[src/rtl/pc_bimodal_pred.sv]
module pc_bimodal_pred #(
  parameter int PC_W  = 32,
  parameter int IDX_W = 6
) (
  input  logic            clk,
  input  logic            rst_n,
  input  logic [PC_W-1:0] lkp_pc,
  output logic            lkp_taken,
  input  logic            upd_en,
  input  logic [PC_W-1:0] upd_pc,
  input  logic            upd_taken
);
  localparam int DEPTH = 1 << IDX_W;
  localparam int OFS   = 2;
  localparam logic [1:0] ST_WEAK_T = 2'b10;
  localparam logic [1:0] ST_MAX    = 2'b11;
  localparam logic [1:0] ST_MIN    = 2'b00;

  logic [DEPTH-1:0][1:0] ctr;
  logic [IDX_W-1:0]      lkp_idx, upd_idx;
  logic [1:0]            cur, nxt;

  assign lkp_idx   = lkp_pc[OFS +: IDX_W];
  assign upd_idx   = upd_pc[OFS +: IDX_W];
  assign lkp_taken = ctr[lkp_idx][1];
  assign cur       = ctr[upd_idx];

  always_comb begin
    nxt = cur;
    if (upd_taken && cur != ST_MAX)       nxt = cur + 2'd1;
    else if (!upd_taken && cur != ST_MIN) nxt = cur - 2'd1;
  end

  always_ff @(posedge clk or negedge rst_n) begin
    if (!rst_n)      ctr <= {DEPTH{ST_WEAK_T}};
    else if (upd_en) ctr[upd_idx] <= nxt;
  end


  reset_weak_taken_chk: assert property (@(posedge clk) disable iff (!rst_n)
    $past(!rst_n) |-> lkp_taken);


  step_up_chk: assert property (@(posedge clk) disable iff (!rst_n)
    upd_en && upd_taken && ctr[upd_idx] != ST_MAX |=>
    ctr[$past(upd_idx)] == $past(ctr[upd_idx]) + 2'd1);


  step_down_chk: assert property (@(posedge clk) disable iff (!rst_n)
    upd_en && !upd_taken && ctr[upd_idx] != ST_MIN |=>
    ctr[$past(upd_idx)] == $past(ctr[upd_idx]) - 2'd1);


  sat_high_chk: assert property (@(posedge clk) disable iff (!rst_n)
    upd_en && upd_taken && ctr[upd_idx] == ST_MAX |=> ctr[$past(upd_idx)] == ST_MAX);


  sat_low_chk: assert property (@(posedge clk) disable iff (!rst_n)
    upd_en && !upd_taken && ctr[upd_idx] == ST_MIN |=> ctr[$past(upd_idx)] == ST_MIN);


  idle_hold_chk: assert property (@(posedge clk) disable iff (!rst_n)
    !upd_en |=> $stable(ctr));
endmodule

[config.mk]
export PLATFORM = sky130hd
export DESIGN_NAME = pc_bimodal_pred
export DESIGN_NICKNAME = d
export VERILOG_FILES = /design/src/rtl/pc_bimodal_pred.sv
export SDC_FILE = /design/constraint.sdc
export NUM_CORES = 1
export LEC_CHECK = 0
export ABC_CLOCK_PERIOD_IN_PS = 8200
export BUFFER_PORTS_ARGS = -buffer_cell sky130_fd_sc_hd__buf_2
export CORE_UTILIZATION = 43
export CTS_CLUSTER_SIZE = 12
export DETAILED_ROUTE_END_ITERATION = 8
export PLACE_DENSITY = 0.62
export SKIP_CTS_REPAIR_TIMING = 1
export SLEW_MARGIN = 15
export SYNTH_ARGS = -nofsm -noshare
export SYNTH_HDL_FRONTEND = slang
export SYNTH_SLANG_ARGS = --single-unit
[constraint.sdc]
create_clock -name clk -period 8.2 [get_ports clk]
set_input_delay 0.41 -clock clk [delete_from_list [all_inputs] [get_ports clk]]
set_output_delay 0.41 -clock clk [all_outputs]
set_load 0.005 [all_outputs]
# After elaboration in Yosys (flattened, before gate mapping)
# Index checks and enable logic that the tools add are counted.
# Widths: inputs -> output; s select.
# op_classes
order_cmp,3
add_sub_neg,2
reduce_logical,5
muxes,9
eq_ne,1
# ops
cell,n
$bwmux 128,1
$bmux 2 s6,2
$lt 6x7->1 const B,2
$demux 2 s6,1
$mux 2,5
$ge 6x1->1 const B,1
$logic_and 1x1->1,3
$add 2x1->2 const B,1
$ne 2x2->1 const B,1
$reduce_bool 2->1,1
$sub 2x1->2 const B,1
$logic_not 1->1,1
# totals
reg_bits,128
output_inout_bits,1

# Depth between registers and ports, before layout
# logic_depth
ltp_word,7
ltp_mapped,16
ltp_nobuf,12

# Least setup slack after synthesis
# OpenSTA, ideal clock, no wires.
# synth_timing
kind,in2out
from,in lkp_pc[2]
to,out lkp_taken
slack_ns,4.968
stages,5
t_arrival_ns,2.822
required_ns,7.790
n_path_buf,2
path_cell_list,clkbuf_1 > buf_1 > mux4_2 > mux4_2 > mux4_2
# synth_via
elab_chain_len,2
# synth_rtl
item,line_no,source
from (decl),7,"input logic [PC_W-1:0] lkp_pc,"
$bmux 2 s6,25,assign lkp_taken = ctr[lkp_idx][1];
$mux 2 (not written as such),25,
to (decl),8,"output logic lkp_taken,"
# No other way between the ends. The select of a mux whose other input is x is not followed.

# Final worst setup path
# layout_timing
from,in upd_pc[3]
to,reg ctr[54] (netlist bit)
# layout_via
elab_chain_len,7
# layout_rtl
item,line_no,source
from (decl),10,"input logic [PC_W-1:0] upd_pc,"
branches (longest 6 deep; another with $sub 2x1->2),-,
$bwmux 128 (*),36,else if (upd_en) ctr[upd_idx] <= nxt;
to (signal assigned),35,if (!rst_n) ctr <= {DEPTH{ST_WEAK_T}};
"to (signal, indexed assignment)",36,
to (decl),19,logic [DEPTH-1:0][1:0] ctr;
# Every way passes the cells marked *. The select of a mux whose other input is x is not followed.
# A chain may end at the register's enable or synchronous reset.

==> impl_metrics.toml <==
[detailed_routing]
routed-via-count = 5378
via_per_inst = 5.88
routed_wl_mm = 18.5
drc_violations = 0
remaining_antenna_violation_count_after_routing = 0
drt_first_iter_violations = 502
wl_per_cell_um = 20.2
detailedRoute.firstPassIterationCount = 5

[timing]
finClkSkew_ps = 8.09
final_min_period_over_clock_period_pct = 57.8
final_critical_period_ps = 4740
timing.final.setup_violations = 0
hold_viol = 0
tightest_slew_ps = 876
fin_tns_setup_ps = 0
slew_headroom_pct = 41.6
slew_viol_final = 0
fmaxAchievable_mhz = 211
grt_setup_unrepaired = "no"

[logic_synthesis]
ys.flop_type = "sky130_fd_sc_hd__dfstp_2"
mappedNetlistNets = 763
yosys_warnings = 0
syn-instance-count = 693
post_synth_xor_area_fraction_pct = 0.129
synth-edff-count = 0
synth.ff_latch_count = 128
synth_compound_area_share_pct = 16.0
synth.mux.area_fraction_pct = 14.8
yosys.cell_types.count = 47
syn_area_mm2 = 0.00678
post_synth_and_or_nand_nor_area_fraction_pct = 16.5
ys_async_sr_fraction_pct = 100
syn-mean-instance-area_um2 = 9.79
synth_top_family_by_area = "simple AND/OR/NAND/NOR gates"
synth-seq-area-share_pct = 48.4
synth_adder_area_share_pct = 0.369

[finish]
drive_above_1_share_pct = 22.4
syn_to_final_growth_pct = 12.2
max_flop_register = "ctr"
num_antenna_cells = 0
largestRegisters = "ctr: 128 flops"
largest_register_ff_count = 128
final.fill_count = 1394
total_number_of_nets_in_the_final_design = 761
postLayoutCoreUtil_pct = 49.7

[worst_setup_path]
critical-path-top-cell-by-count = "sky130_fd_sc_hd__a21oi_1"
worstPathMaxFanout = 33
crit_arrival_ps = 5030
ff2ff_path_depth = 12
timing.critical_path.max_delay_family = "buffers and inverters"
cp_num_cells = 12
worstSetupStartpointType = "primary input"
worst_r2r_endpoint = "ctr[54]"
rrSetupSlack_ps = 4220
worst_r2r_startpoint = "ctr[18]"
timing.critical_path.cells = "buf_2, clkinv_1, mux4_2, a21oi_1, a2111oi_0, nand4_1, ha_1, mux2i_1, a31oi_1, a21oi_4, buf_4, a21oi_1"
critical_path.endpoint = "ctr[54]"
critPathLaunch = "upd_pc[3]"
slowest_delay_ps = 610
cp-end-kind = "flop"
critical_path.slowest_cell = "sky130_fd_sc_hd__a21oi_4"
req_time_crit_path_ps = 8490
count_of_buffering_cells_on_the_critical_path_with_inverters_included = 3
criticalPathCategory = "primary input to flop"

[global_routing]
global_route.overflow_total = 0
global_route.usage.total_pct = 24.7
antenna_found_initial = 1
met3_usage_pct = 5.23
grtUsageMet1_pct = 32.0
groute.layer.met2.usage_pct = 40.5
gr-max-usage-layer = "met2"
first_global_vias = 5438
global_route_wire_length_before_repair_mm = 30.0
grt_max_degree = 70

[clock_tree]
clk_path_buf_depth = 2
clk_pin_slew_worst_paths_ps = 50
numClockSinks = 128
clk_latency_ps = 430
clock_tree_from_tritoncts = "done"
cts-buffers-inserted = 17
h-tree-depth = 4
root_buffer = "sky130_fd_sc_hd__clkbuf_16"

[floorplan]
core_area_mm2 = 0.0153
die_h_um = 128
die_width_um = 128
initial_core_util_pct = 44.3
ios = 69
fp-row-count = 45
die_area_mm2 = 0.0163

[outcome]
outcome = "complete, no violations"

[run]
maxCapViolations = 0

[power_and_ir_drop]
power.share.switching_pct = 29.2
total_switching_power_uw = 658
power.density_cell_area_mw_per_mm2 = 296
peakVddDrop_mv = 0.149
clock_power_share_pct = 38.4
total_internal_power_mw = 1.60
p_comb_share_pct = 20.8
seq_power_share_pct = 40.8
total_leakage_power_nw = 3.04

[min_path]
min-delay-path-class = "primary input to async pin"

[place]
dp_hpwl_mm = 11.7
io_buffers = 16
routabilityCongestion = 0.834
-- Yosys cell counts (all sizes together) (2+ instances only) --
master | number | area, µm²
o22a | 5 | 43.8
a31oi | 3 | 18.8
o21ai | 14 | 70.1
inv | 3 | 11.3
mux4 | 30 | 676
a2bb2oi | 2 | 17.5
ha | 2 | 25.0
buf | 30 | 194
a221oi | 6 | 52.6
nand3b | 3 | 22.5
o31ai | 8 | 60.1
and3b | 2 | 17.5
a221o | 4 | 40.0
a211oi | 3 | 22.5
mux2 | 7 | 78.8
and3 | 5 | 31.3
nor3 | 2 | 10.0
clkbuf | 12 | 45.0
dfstp | 64 | 1680
o21bai | 2 | 15.0
or3b | 2 | 17.5
nand2b | 11 | 68.8
o211ai | 2 | 15.0
nand4 | 2 | 12.5
mux2i | 25 | 250
a21oi | 133 | 677
nand3 | 8 | 40.0
clkinv | 2 | 7.51
nor2b | 6 | 37.5
o22ai | 3 | 18.8
nor2 | 197 | 739
dfrtp | 64 | 1600
nand2 | 20 | 75.1
-- kinds of logic after synthesis --
family	after synthesis
simple gates	264
xor+xnor	1
fa+ha+maj	2
flops	128
compound gates	189
buf+inv	47
mux	62
-- power groups by stage --
stage	clock network, mW	logic, mW	registers (mW)
floorplan	0	0.380	0.889
global placement	0	0.450	0.916
detailed placement	0	0.467	0.926
CTS	0.877	0.468	0.918
global route	0.904	0.518	0.937
finish	0.865	0.469	0.921
-- worst min path at each step --
stage / end / slack, ps / cells after the start
6_report: ctr[114] / 60 / 1
2_1_floorplan: ctr[0] / 110 / 0
3_5_place_dp: ctr[110] / 500 / 2
5_1_grt: ctr[114] / 120 / 1
4_1_cts: ctr[114] / 80 / 1
3_3_place_gp: ctr[102] / 490 / 2
-- layout by cell type (no fill, tap or decap), types with 8 or more instances in the layout --
master,count
sky130_fd_sc_hd__mux4_2,30
sky130_fd_sc_hd__nand3_1,8
sky130_fd_sc_hd__nand2_1,20
sky130_fd_sc_hd__dfstp_2,64
sky130_fd_sc_hd__a21oi_1,131
sky130_fd_sc_hd__clkbuf_16,17
sky130_fd_sc_hd__o31ai_1,8
sky130_fd_sc_hd__dfrtp_1,64
sky130_fd_sc_hd__nor2_1,197
sky130_fd_sc_hd__buf_2,15
sky130_fd_sc_hd__o21ai_0,14
sky130_fd_sc_hd__nand2b_1,11
sky130_fd_sc_hd__mux2i_1,25
-- per-layer routing --
layer | up-vias | share of wire, %
met5 | - | 0.070
met4 | 2 | 2.2
met3 | 39 | 5.8
met2 | 197 | 48
met1 | 2666 | 44
li1 | 2474 | -
-- layout make-up --
type                            count  area [µm²]  share of cell area (%)
Inverter                            5        18.8                   0.247
Tap cell                          211         264                    3.47
Clock buffer                       21         460                    6.05
Timing Repair Buffer               21         120                    1.58
Clock inverter                     11         210                    2.76
Sequential cell                   128        3280                    43.1
Multi-Input combinational cell    518        3250                    42.7
-- metrics by stage --
| stage | setup WS (ps) | total power [mW] | hold slack [ps] | cells | instance area, µm² |
|---|---|---|---|---|---|
| 4_1_cts | 3480 | 2.26 | 84.6 | 915 | 7610 |
| 2_1_floorplan | 4970 | 1.27 | 114 | 693 | 6780 |
| 6_report | 3460 | 2.25 | 63.7 | 915 | 7610 |
| 3_3_place_gp | 3200 | 1.37 | 486 | 883 | 6940 |
| 3_5_place_dp | 3010 | 1.39 | 496 | 883 | 6940 |
| 5_1_grt | 3120 | 2.36 | 119 | 915 | 7610 |
No activity file was read; power rests on OpenSTA's default activity.
